**src/rtl/i2cs_pkg.sv**
```systemverilog
package i2cs_pkg;

    localparam int BYTE_W = 8;

    typedef enum logic [3:0] {
        ST_IDLE,
        ST_ADDR,
        ST_AACK,
        ST_WDATA,
        ST_WACK,
        ST_RLOAD,
        ST_RDATA,
        ST_RACK,
        ST_IGNORE
    } eng_state_t;

    typedef struct packed {
        logic scl;
        logic sda;
        logic scl_rise;
        logic scl_fall;
        logic start;
        logic stop;
    } bus_ev_t;

    function automatic logic [6:0] slave_addr(input logic [6:0] base, input logic sel);
        return {base[6:1], sel};
    endfunction

endpackage

```
**src/rtl/i2cs_bus_sync.sv**
```systemverilog
module i2cs_bus_sync
    import i2cs_pkg::*;
#(
    parameter int SYNC_STAGES = 2
) (
    input  logic    clk,
    input  logic    rst,
    input  logic    scl_in,
    input  logic    sda_in,
    output bus_ev_t ev
);
    logic [SYNC_STAGES-1:0] scl_sr, sda_sr;
    logic scl_d, sda_d;
    logic scl_s, sda_s;

    assign scl_s = scl_sr[SYNC_STAGES-1];
    assign sda_s = sda_sr[SYNC_STAGES-1];

    always_ff @(posedge clk) begin
        if (rst) begin
            scl_sr <= '1;
            sda_sr <= '1;
            scl_d  <= 1'b1;
            sda_d  <= 1'b1;
        end else begin
            scl_sr <= {scl_sr[SYNC_STAGES-2:0], scl_in};
            sda_sr <= {sda_sr[SYNC_STAGES-2:0], sda_in};
            scl_d  <= scl_s;
            sda_d  <= sda_s;
        end
    end

    always_comb begin
        ev.scl      = scl_s;
        ev.sda      = sda_s;
        ev.scl_rise = scl_s & ~scl_d;
        ev.scl_fall = ~scl_s & scl_d;
        ev.start    = scl_s & scl_d & sda_d & ~sda_s;
        ev.stop     = scl_s & scl_d & ~sda_d & sda_s;
    end
endmodule

```
**src/rtl/i2cs_engine.sv**
```systemverilog
module i2cs_engine
    import i2cs_pkg::*;
#(
    parameter int         NBYTES    = 7,
    parameter logic [6:0] BASE_ADDR = 7'h10,
    localparam int        PTR_W     = $clog2(NBYTES)
) (
    input  logic              clk,
    input  logic              rst,
    input  bus_ev_t           ev,
    input  logic              sel_hi,
    input  logic [BYTE_W-1:0] rd_byte,
    output logic [PTR_W-1:0]  ptr,
    output logic              sda_oe,
    output logic              busy,
    output logic              read_done,
    output logic              ctrl_we,
    output logic [BYTE_W-1:0] ctrl_wdata
);
    localparam logic [PTR_W-1:0] LAST = PTR_W'(NBYTES - 1);

    eng_state_t        state;
    logic [3:0]        cnt;
    logic [BYTE_W-1:0] shreg, txreg;
    logic              rw, mack, rd_txn;

    assign ctrl_wdata = shreg;

    always_ff @(posedge clk) begin
        if (rst) begin
            state <= ST_IDLE;  cnt <= '0;   shreg <= '0;  txreg <= '0;
            ptr <= '0;         sda_oe <= 1'b0; busy <= 1'b0; rd_txn <= 1'b0;
            rw <= 1'b0;        mack <= 1'b0;   read_done <= 1'b0; ctrl_we <= 1'b0;
        end else begin
            read_done <= 1'b0;
            ctrl_we   <= 1'b0;
            if (ev.start || ev.stop) begin
                read_done <= rd_txn;
                rd_txn    <= 1'b0;
                busy      <= 1'b0;
                sda_oe    <= 1'b0;
                ptr       <= '0;
                cnt       <= '0;
                state     <= ev.start ? ST_ADDR : ST_IDLE;
            end else begin
                case (state)
                    ST_ADDR, ST_WDATA: begin
                        if (ev.scl_rise) begin
                            shreg <= {shreg[BYTE_W-2:0], ev.sda};
                            cnt   <= cnt + 4'd1;
                        end else if (ev.scl_fall && cnt == 4'd8) begin
                            if (state == ST_WDATA) begin
                                ctrl_we <= 1'b1;
                                sda_oe  <= 1'b1;
                                state   <= ST_WACK;
                            end else if (shreg[7:1] == slave_addr(BASE_ADDR, sel_hi)) begin
                                sda_oe <= 1'b1;
                                rw     <= shreg[0];
                                busy   <= 1'b1;
                                state  <= ST_AACK;
                            end else begin
                                state <= ST_IGNORE;
                            end
                        end
                    end
                    ST_AACK: if (ev.scl_fall) begin
                        cnt <= '0;
                        if (rw) begin
                            rd_txn <= 1'b1;
                            state  <= ST_RLOAD;
                        end else begin
                            sda_oe <= 1'b0;
                            state  <= ST_WDATA;
                        end
                    end
                    ST_WACK: if (ev.scl_fall) begin
                        sda_oe <= 1'b0;
                        state  <= ST_IGNORE;
                    end
                    ST_RLOAD: begin
                        txreg  <= rd_byte;
                        sda_oe <= ~rd_byte[BYTE_W-1];
                        cnt    <= '0;
                        state  <= ST_RDATA;
                    end
                    ST_RDATA: if (ev.scl_fall) begin
                        if (cnt == 4'd7) begin
                            sda_oe <= 1'b0;
                            state  <= ST_RACK;
                        end else begin
                            txreg  <= txreg << 1;
                            sda_oe <= ~txreg[BYTE_W-2];
                            cnt    <= cnt + 4'd1;
                        end
                    end
                    ST_RACK: begin
                        if (ev.scl_rise) begin
                            mack <= ~ev.sda;
                        end else if (ev.scl_fall) begin
                            if (mack && ptr != LAST) begin
                                ptr   <= ptr + 1'b1;
                                state <= ST_RLOAD;
                            end else begin
                                state <= ST_IGNORE;
                            end
                        end
                    end
                    default: ;
                endcase
            end
        end
    end

    // the data line moves only with SCL low, or as a release on START/STOP
    assert_sda_scl_low_R9: assert property (@(posedge clk) disable iff (rst)
        !$stable(sda_oe) |-> (!ev.scl || $past(ev.start || ev.stop)));

    // pointer never passes the last transfer byte
    assert_ptr_bound_R4: assert property (@(posedge clk) disable iff (rst)
        ptr <= LAST);

    // once the slave has stopped taking part, the line stays released
    assert_ignore_released_R5: assert property (@(posedge clk) disable iff (rst)
        (state == ST_IGNORE) |-> !sda_oe);

    // control strobe only after a completed data byte, never while reading
    assert_ctrl_we_write_R2: assert property (@(posedge clk) disable iff (rst)
        ctrl_we |-> (busy && !rd_txn));
endmodule

```
**src/rtl/i2cs_xfer_bank.sv**
```systemverilog
module i2cs_xfer_bank
    import i2cs_pkg::*;
#(
    parameter int  NBYTES = 7,
    localparam int PTR_W  = $clog2(NBYTES)
) (
    input  logic                     clk,
    input  logic                     rst,
    input  logic                     busy,
    input  logic                     read_done,
    input  logic                     store_req,
    input  logic [NBYTES*BYTE_W-1:0] store_data,
    input  logic [PTR_W-1:0]         rd_ptr,
    output logic [BYTE_W-1:0]        rd_byte,
    output logic                     data_avail_n
);
    logic [NBYTES-1:0][BYTE_W-1:0] bank;
    logic                          take;

    assign take = store_req && !busy && !read_done;

    for (genvar k = 0; k < NBYTES; k++) begin : g_byte
        always_ff @(posedge clk) begin
            if (rst || read_done) begin
                bank[k] <= '1;
            end else if (take) begin
                bank[k] <= store_data[(NBYTES-1-k)*BYTE_W +: BYTE_W];
            end
        end
    end

    always_ff @(posedge clk) begin
        if (rst || read_done) begin
            data_avail_n <= 1'b1;
        end else if (take) begin
            data_avail_n <= 1'b0;
        end
    end

    assign rd_byte = bank[rd_ptr];

    // a store offered during an access leaves the bank untouched
    assert_store_blocked_R6: assert property (@(posedge clk) disable iff (rst)
        (busy && store_req && !read_done) |=> (bank == $past(bank)));

    // end of a read leaves all ones and the flag high
    assert_refill_R7: assert property (@(posedge clk) disable iff (rst)
        read_done |=> (bank == '1 && data_avail_n));
endmodule

```
**src/rtl/regbank_i2c_slave.sv**
```systemverilog
module regbank_i2c_slave
    import i2cs_pkg::*;
#(
    parameter int         NBYTES      = 7,
    parameter int         SYNC_STAGES = 2,
    parameter logic [6:0] BASE_ADDR   = 7'h10,
    localparam int        PTR_W       = $clog2(NBYTES)
) (
    input  logic                     clk,
    input  logic                     rst,
    input  logic                     scl_in,
    input  logic                     sda_in,
    output logic                     sda_oe,
    input  logic                     sel_hi,
    input  logic                     store_req,
    input  logic [NBYTES*BYTE_W-1:0] store_data,
    output logic                     data_avail_n,
    output logic [BYTE_W-1:0]        ctrl_q,
    output logic                     mode_pdc,
    output logic                     fmt_sel
);
    bus_ev_t           ev;
    logic [PTR_W-1:0]  ptr;
    logic [BYTE_W-1:0] rd_byte, ctrl_wdata;
    logic              busy, read_done, ctrl_we;

    i2cs_bus_sync #(.SYNC_STAGES(SYNC_STAGES)) u_sync (
        .clk(clk), .rst(rst), .scl_in(scl_in), .sda_in(sda_in), .ev(ev)
    );

    i2cs_engine #(.NBYTES(NBYTES), .BASE_ADDR(BASE_ADDR)) u_eng (
        .clk(clk), .rst(rst), .ev(ev), .sel_hi(sel_hi), .rd_byte(rd_byte),
        .ptr(ptr), .sda_oe(sda_oe), .busy(busy), .read_done(read_done),
        .ctrl_we(ctrl_we), .ctrl_wdata(ctrl_wdata)
    );

    i2cs_xfer_bank #(.NBYTES(NBYTES)) u_bank (
        .clk(clk), .rst(rst), .busy(busy), .read_done(read_done),
        .store_req(store_req), .store_data(store_data), .rd_ptr(ptr),
        .rd_byte(rd_byte), .data_avail_n(data_avail_n)
    );

    always_ff @(posedge clk) begin
        if (rst) begin
            ctrl_q <= '0;
        end else if (ctrl_we) begin
            ctrl_q <= ctrl_wdata;
        end
    end

    assign mode_pdc = ctrl_q[1];
    assign fmt_sel  = ctrl_q[0];

    // the line is released during reset
    assert_reset_release_R8: assert property (@(posedge clk)
        $past(rst) |-> !sda_oe);
endmodule

```
**config.mk**
```make
export PLATFORM = sky130hd
export DESIGN_NAME = regbank_i2c_slave
export DESIGN_NICKNAME = d
export VERILOG_FILES = /design/src/rtl/i2cs_pkg.sv /design/src/rtl/i2cs_bus_sync.sv /design/src/rtl/i2cs_engine.sv /design/src/rtl/i2cs_xfer_bank.sv /design/src/rtl/regbank_i2c_slave.sv
export SDC_FILE = /design/constraint.sdc
export NUM_CORES = 1
export LEC_CHECK = 0
export ABC_AREA = 0
export ABC_CLOCK_PERIOD_IN_PS = 1850
export CORE_AREA = 2 2 142 89
export DETAILED_ROUTE_END_ITERATION = 6
export DIE_AREA = 0 0 144 91
export HOLD_SLACK_MARGIN = 0.15
export PLACE_DENSITY = 0.66
export SYNTH_ARGS = -nofsm -noshare
export SYNTH_HDL_FRONTEND = slang
export SYNTH_HIERARCHICAL = 1
export SYNTH_SLANG_ARGS = --single-unit
```
**constraint.sdc**
```tcl
create_clock -name clk -period 1.85 [get_ports clk]
set_input_delay 0.2775 -clock clk [delete_from_list [all_inputs] [get_ports clk]]
set_output_delay 0.2775 -clock clk [all_outputs]
set_load 0.005 [all_outputs]
```
# After elaboration in Yosys (flattened, before gate mapping)
# Cells that the tools add are included.
word_totals:
  word_cells: 136
  register_bits: 104
  input_bits: 62
  output_inout_bits: 12
op_classes:
  eq_ne: 28
  bitwise: 18
  n_addsub: 2
  order_cmp: 1
  muxes: 36
  reduce_logical: 26
op_table:
  columns: ["op", "count"]
  rows:
  - ["2-to-1 mux 4 bit", 16]
  - ["binary-select mux 8 bit (select 3 bit)", 1]
  - ["case mux 4 bit (6 select lines)", 1]
  - ["!= test 3 x 1 -> 1 bit, second input constant", 7]
  - ["equality test 4 x 3 -> 1 bit, second input constant", 5]
  - ["case mux 4 bit (4 select lines)", 1]
  - ["2-to-1 mux 7 bit", 2]
  - ["case mux 7 bit (2 select lines)", 1]
  - ["2-to-1 mux 1 bit", 11]
  - ["inverter 1 bit", 11]
  - ["AND reduction 5 bit", 2]
  - ["AND reduction 3 bit", 3]
  - ["AND reduction 9 bit", 1]
  - ["equality test 4 x 2 -> 1 bit, second input constant", 2]
  - ["2-to-1 mux 8 bit", 1]
  - ["!= test 2 x 1 -> 1 bit, second input constant", 4]
  - ["!= test 2 bit, second input constant", 4]
  - ["AND reduction 4 bit", 2]
  - ["AND reduction 8 bit", 1]
  - ["AND 1 bit", 7]
  - ["equality test 7 x 5 -> 1 bit", 1]
  - ["nonzero test 7 bit", 1]
  - ["!= test 3 x 2 -> 1 bit, second input constant", 2]
  - ["AND reduction 6 bit", 1]
  - ["16 further kinds", 23]

# Logic depth before layout (Yosys ltp)
# Gate-level depths: netlist (run 1).
depth:
  word_depth: 7
  ltp_mapped: 9
  depth_no_buf: 7

# Hierarchy
# The synthesis (run 1) kept the hierarchy.
modules_own_cells:
  columns: ["module", "n_inst", "seq_area_each_um2", "area_each_um2", "cells_each"]
  rows:
  - ["i2cs_xfer_bank", 1, 1141.1, 2493.6, 298]
  - ["i2cs_engine", 1, 660.6, 1853.0, 207]
  - ["regbank_i2c_slave", 1, 160.2, 300.3, 28]
  - ["i2cs_bus_sync", 1, 120.1, 205.2, 18]

# Worst setup path before layout (run 1)
# No wires, ideal clock.
synth_path:
  path_kind: "register to register"
  from: "register u_sync.scl_sr[1]"
  to: "register u_eng.cnt[2]"
  arrival_time_ps: 1606
  period_less_slack_ps: 1723
  path_buffers: 0
  required_time_ps: 1733
  stages_incl_launch_ff: 7
  setup_time_ps: 117
  setup_slack_ps: 127
  cell_sequence: "dfxtp_1 -> nor2b_1 -> nor2b_1 -> o21ai_1 -> a221oi_4 -> o21ai_0 -> a32o_1"
synth_rtl:
  columns: ["item", "line", "text"]
  rows:
  - ["from (decl)", "i2cs_bus_sync.sv:12", "logic [SYNC_STAGES-1:0] scl_sr, sda_sr;"]
  - ["from (signal assigned)", "i2cs_bus_sync.sv:26", "scl_sr <= {scl_sr[SYNC_STAGES-2:0], scl_in};"]
  - ["to (signal assigned)", "i2cs_engine.sv:50", "cnt <= cnt + 4'd1;"]
  - ["to (signal assigned)", "i2cs_engine.sv:93", "cnt <= cnt + 4'd1;"]
  - ["to (decl)", "i2cs_engine.sv:23", "logic [3:0] cnt;"]

==> results of run 1 <==
[stage by stage]
stage,utilization,TNS (ns)
floorplan,-,0
global placement,0.500,0
detailed placement,0.500,-0.0411
CTS,0.526,0
global route,0.534,-0.0239
finish,0.534,0
[per-layer routing]
layer	wire [um]	share of wire	vias up
met3	687	0.057	8
met1	6320	0.52	1912
met4	118	0.0097	0
met2	5020	0.41	102
li1	-	-	2069
met5	0	0	-
[report_power, final]
| part | switching [uW] | leakage, uW | total, uW | internal [uW] |
|---|---|---|---|---|
| clock network | 904 | 0.000141 | 1850 | 941 |
| registers | 71.6 | 0.000857 | 2410 | 2340 |
| logic | 299 | 0.00151 | 632 | 332 |
| total | 1270 | 0.00251 | 4890 | 3620 |
[flip-flops by register name, indices dropped and copies added (netlist names)]
register             flops
u_eng/ctrl_wdata         8
u_eng/rw                 1
u_sync/sda_sr            2
u_eng/ctrl_we            1
u_sync/scl_d             1
u_eng/txreg              7
u_eng/mack               1
u_bank/data_avail_n      1
u_bank/bank             56
u_eng/cnt                4
u_eng/busy               1
u_eng/ptr                3
u_eng/read_done          1
u_eng/rd_txn             1
ctrl_q                   8
u_eng/sda_oe             1
u_sync/scl_sr            2
u_eng/state              4
u_sync/sda_d             1
[path summary, 6_finish.rpt]
kind	from	end
worst max-delay path	u_sync/scl_d$_SDFF_PP1_	u_eng/state[0]$_SDFFE_PP0P_
worst min-delay path	u_sync/sda_sr[0]$_SDFF_PP1_	u_sync/sda_sr[1]$_SDFF_PP1_
worst max register to register	u_sync/scl_d$_SDFF_PP1_	u_eng/state[0]$_SDFFE_PP0P_
worst min register to register	u_sync/sda_sr[0]$_SDFF_PP1_	u_sync/sda_sr[1]$_SDFF_PP1_
[timing repair]
action,4_1_cts,5_1_grt
endpoints found under the setup margin,8,16
gates resized for setup,3,22
buffers inserted,0,3
pin swaps,0,2
[cell type report]
class	instances	area (um2)
clock buffer	9	225
clock inverter	7	66.3
fill	1068	5470
inverter	18	67.6
multi-input combinational	386	2520
sequential	104	2090
tap	165	206
timing repair buffer	115	1100
[worst max-delay path: cells and delay by family (launching register included)]
family,cells,cell delay [ns]
AO/OA/AOI/OAI,3,0.72
buffers and inverters,1,0.15
flip-flops,1,0.37
AND/OR/NAND/NOR,3,0.43
==> results.sh, run 1 <==
export IMPL_dp_hpwl_um=8730
export IMPL_dp_cells=785
export IMPL_layout_common_cells="114 x nand2_1, 98 x dfxtp_1, 73 x clkdlybuf4s50_1"
export IMPL_crit_fanout=7
export IMPL_avgSynthCellArea_um2=8.81
export IMPL_worstPathArrival_ns=2.01
export IMPL_cts_clk_slew_worst_paths_ns=0.07
export IMPL_grtUsageMet2=0.258
export IMPL_routabilityCongestion=0.895
export IMPL_cp_end_kind="register"
export IMPL_slew_headroom=0.666
export IMPL_cts_htree_levels=3
export IMPL_fin_crit_sh=0.961
export IMPL_firstDrtPassIters=5
export IMPL_syn_num_nets=616
export IMPL_cp_start_kind="register"
export IMPL_clk_latency_ns=0.35
export IMPL_period_minus_slack_ns=1.78
export IMPL_busiest_layer="met1"
export IMPL_grtUsageMet1=0.292
export IMPL_grt_max_degree=65
export IMPL_p_per_area_nw_per_um2=779
export IMPL_drtIter0Drc=251
export IMPL_dieArea_um2=13100
export IMPL_post_place_ws_ns=-0.0245
export IMPL_drtAntennaViolNets=0
export IMPL_regToRegSetupSlack_ns=0.07
export IMPL_final_setup_viol_count=0
export IMPL_worstMarginPinSlew_ns=0.501
export IMPL_worst_ep_required_time_ns=2.08
export IMPL_final_common_cell="nand2_1"
export IMPL_design_area_um2=6280
export IMPL_p_leak_uw=0.00251
export IMPL_finClkSkew_ns=0.0111
export IMPL_drive_gt1_frac=0.166
export IMPL_status="completed"
export IMPL_routed_wl_um=12100
export IMPL_clock_fmax_mhz=562
export IMPL_antennaDiodeCount=0
export IMPL_grt_use_met3=0.0406
export IMPL_syn2layout_area_growth_pct=29.6
export IMPL_initial_utilization=0.412
export IMPL_whs_ns=0.405
export IMPL_p_total_uw=4890
export IMPL_vias=4091
export IMPL_hold_depth=1
export IMPL_syn_inst=550
export IMPL_cap_violations=0
export IMPL_hold_viol=0
export IMPL_slowest_stage="dfxtp_4"
export IMPL_numCtsBuffers=9
export IMPL_layoutNonFillerInstCount=804
export IMPL_die_w_um=144
export IMPL_cts_root_buf="clkbuf_16"
export IMPL_drcViolationCount=0
export IMPL_nNetsFinal=700
export IMPL_fp_dieH_um=91
export IMPL_track_usage=0.188
export IMPL_gr_total_overflow=0
export IMPL_placed_cell_area_um2=5880
export IMPL_core_area_um2=11800
export IMPL_clk_path_buf_depth=2
export IMPL_via_per_inst=5.09
export IMPL_ios=74
export IMPL_maxSlewViolCount=0
export IMPL_hold_buffers=0
export IMPL_irDropWorstVdd_uv=399
export IMPL_yosys_warnings=6
export IMPL_cts_tree="yes"
export IMPL_cts_sinks=104
export IMPL_portBuffers=73
export IMPL_crit_chain="nor2b_4 -> buf_6 -> nand4b_1 -> a221oi_4 -> nand2_1 -> o311ai_2 -> a21oi_1"
export IMPL_reg2reg_depth=7
export IMPL_hp_class="register to register"
export IMPL_grt_pass1_wl_um=19600
export IMPL_rows=31
export IMPL_syn_area_um2=4840
export IMPL_path_class="register to register"
export IMPL_drt_wirelength_per_cell_um=15.1
export IMPL_grt_pass1_vias=3858
export IMPL_antenna_found_initial=0
export IMPL_cpPeakStageDelay_ns=0.37
export IMPL_setup_ws_ns=0.0721
Power figures use the tool's default switching activity.
==> inputs of run 2 (changes only) <==
Settings changed: HOLD_SLACK_MARGIN 0.15 to not set.
==> results of run 2 <==
Same layout as run 1: the final DEF is identical, and so are final timing and power.
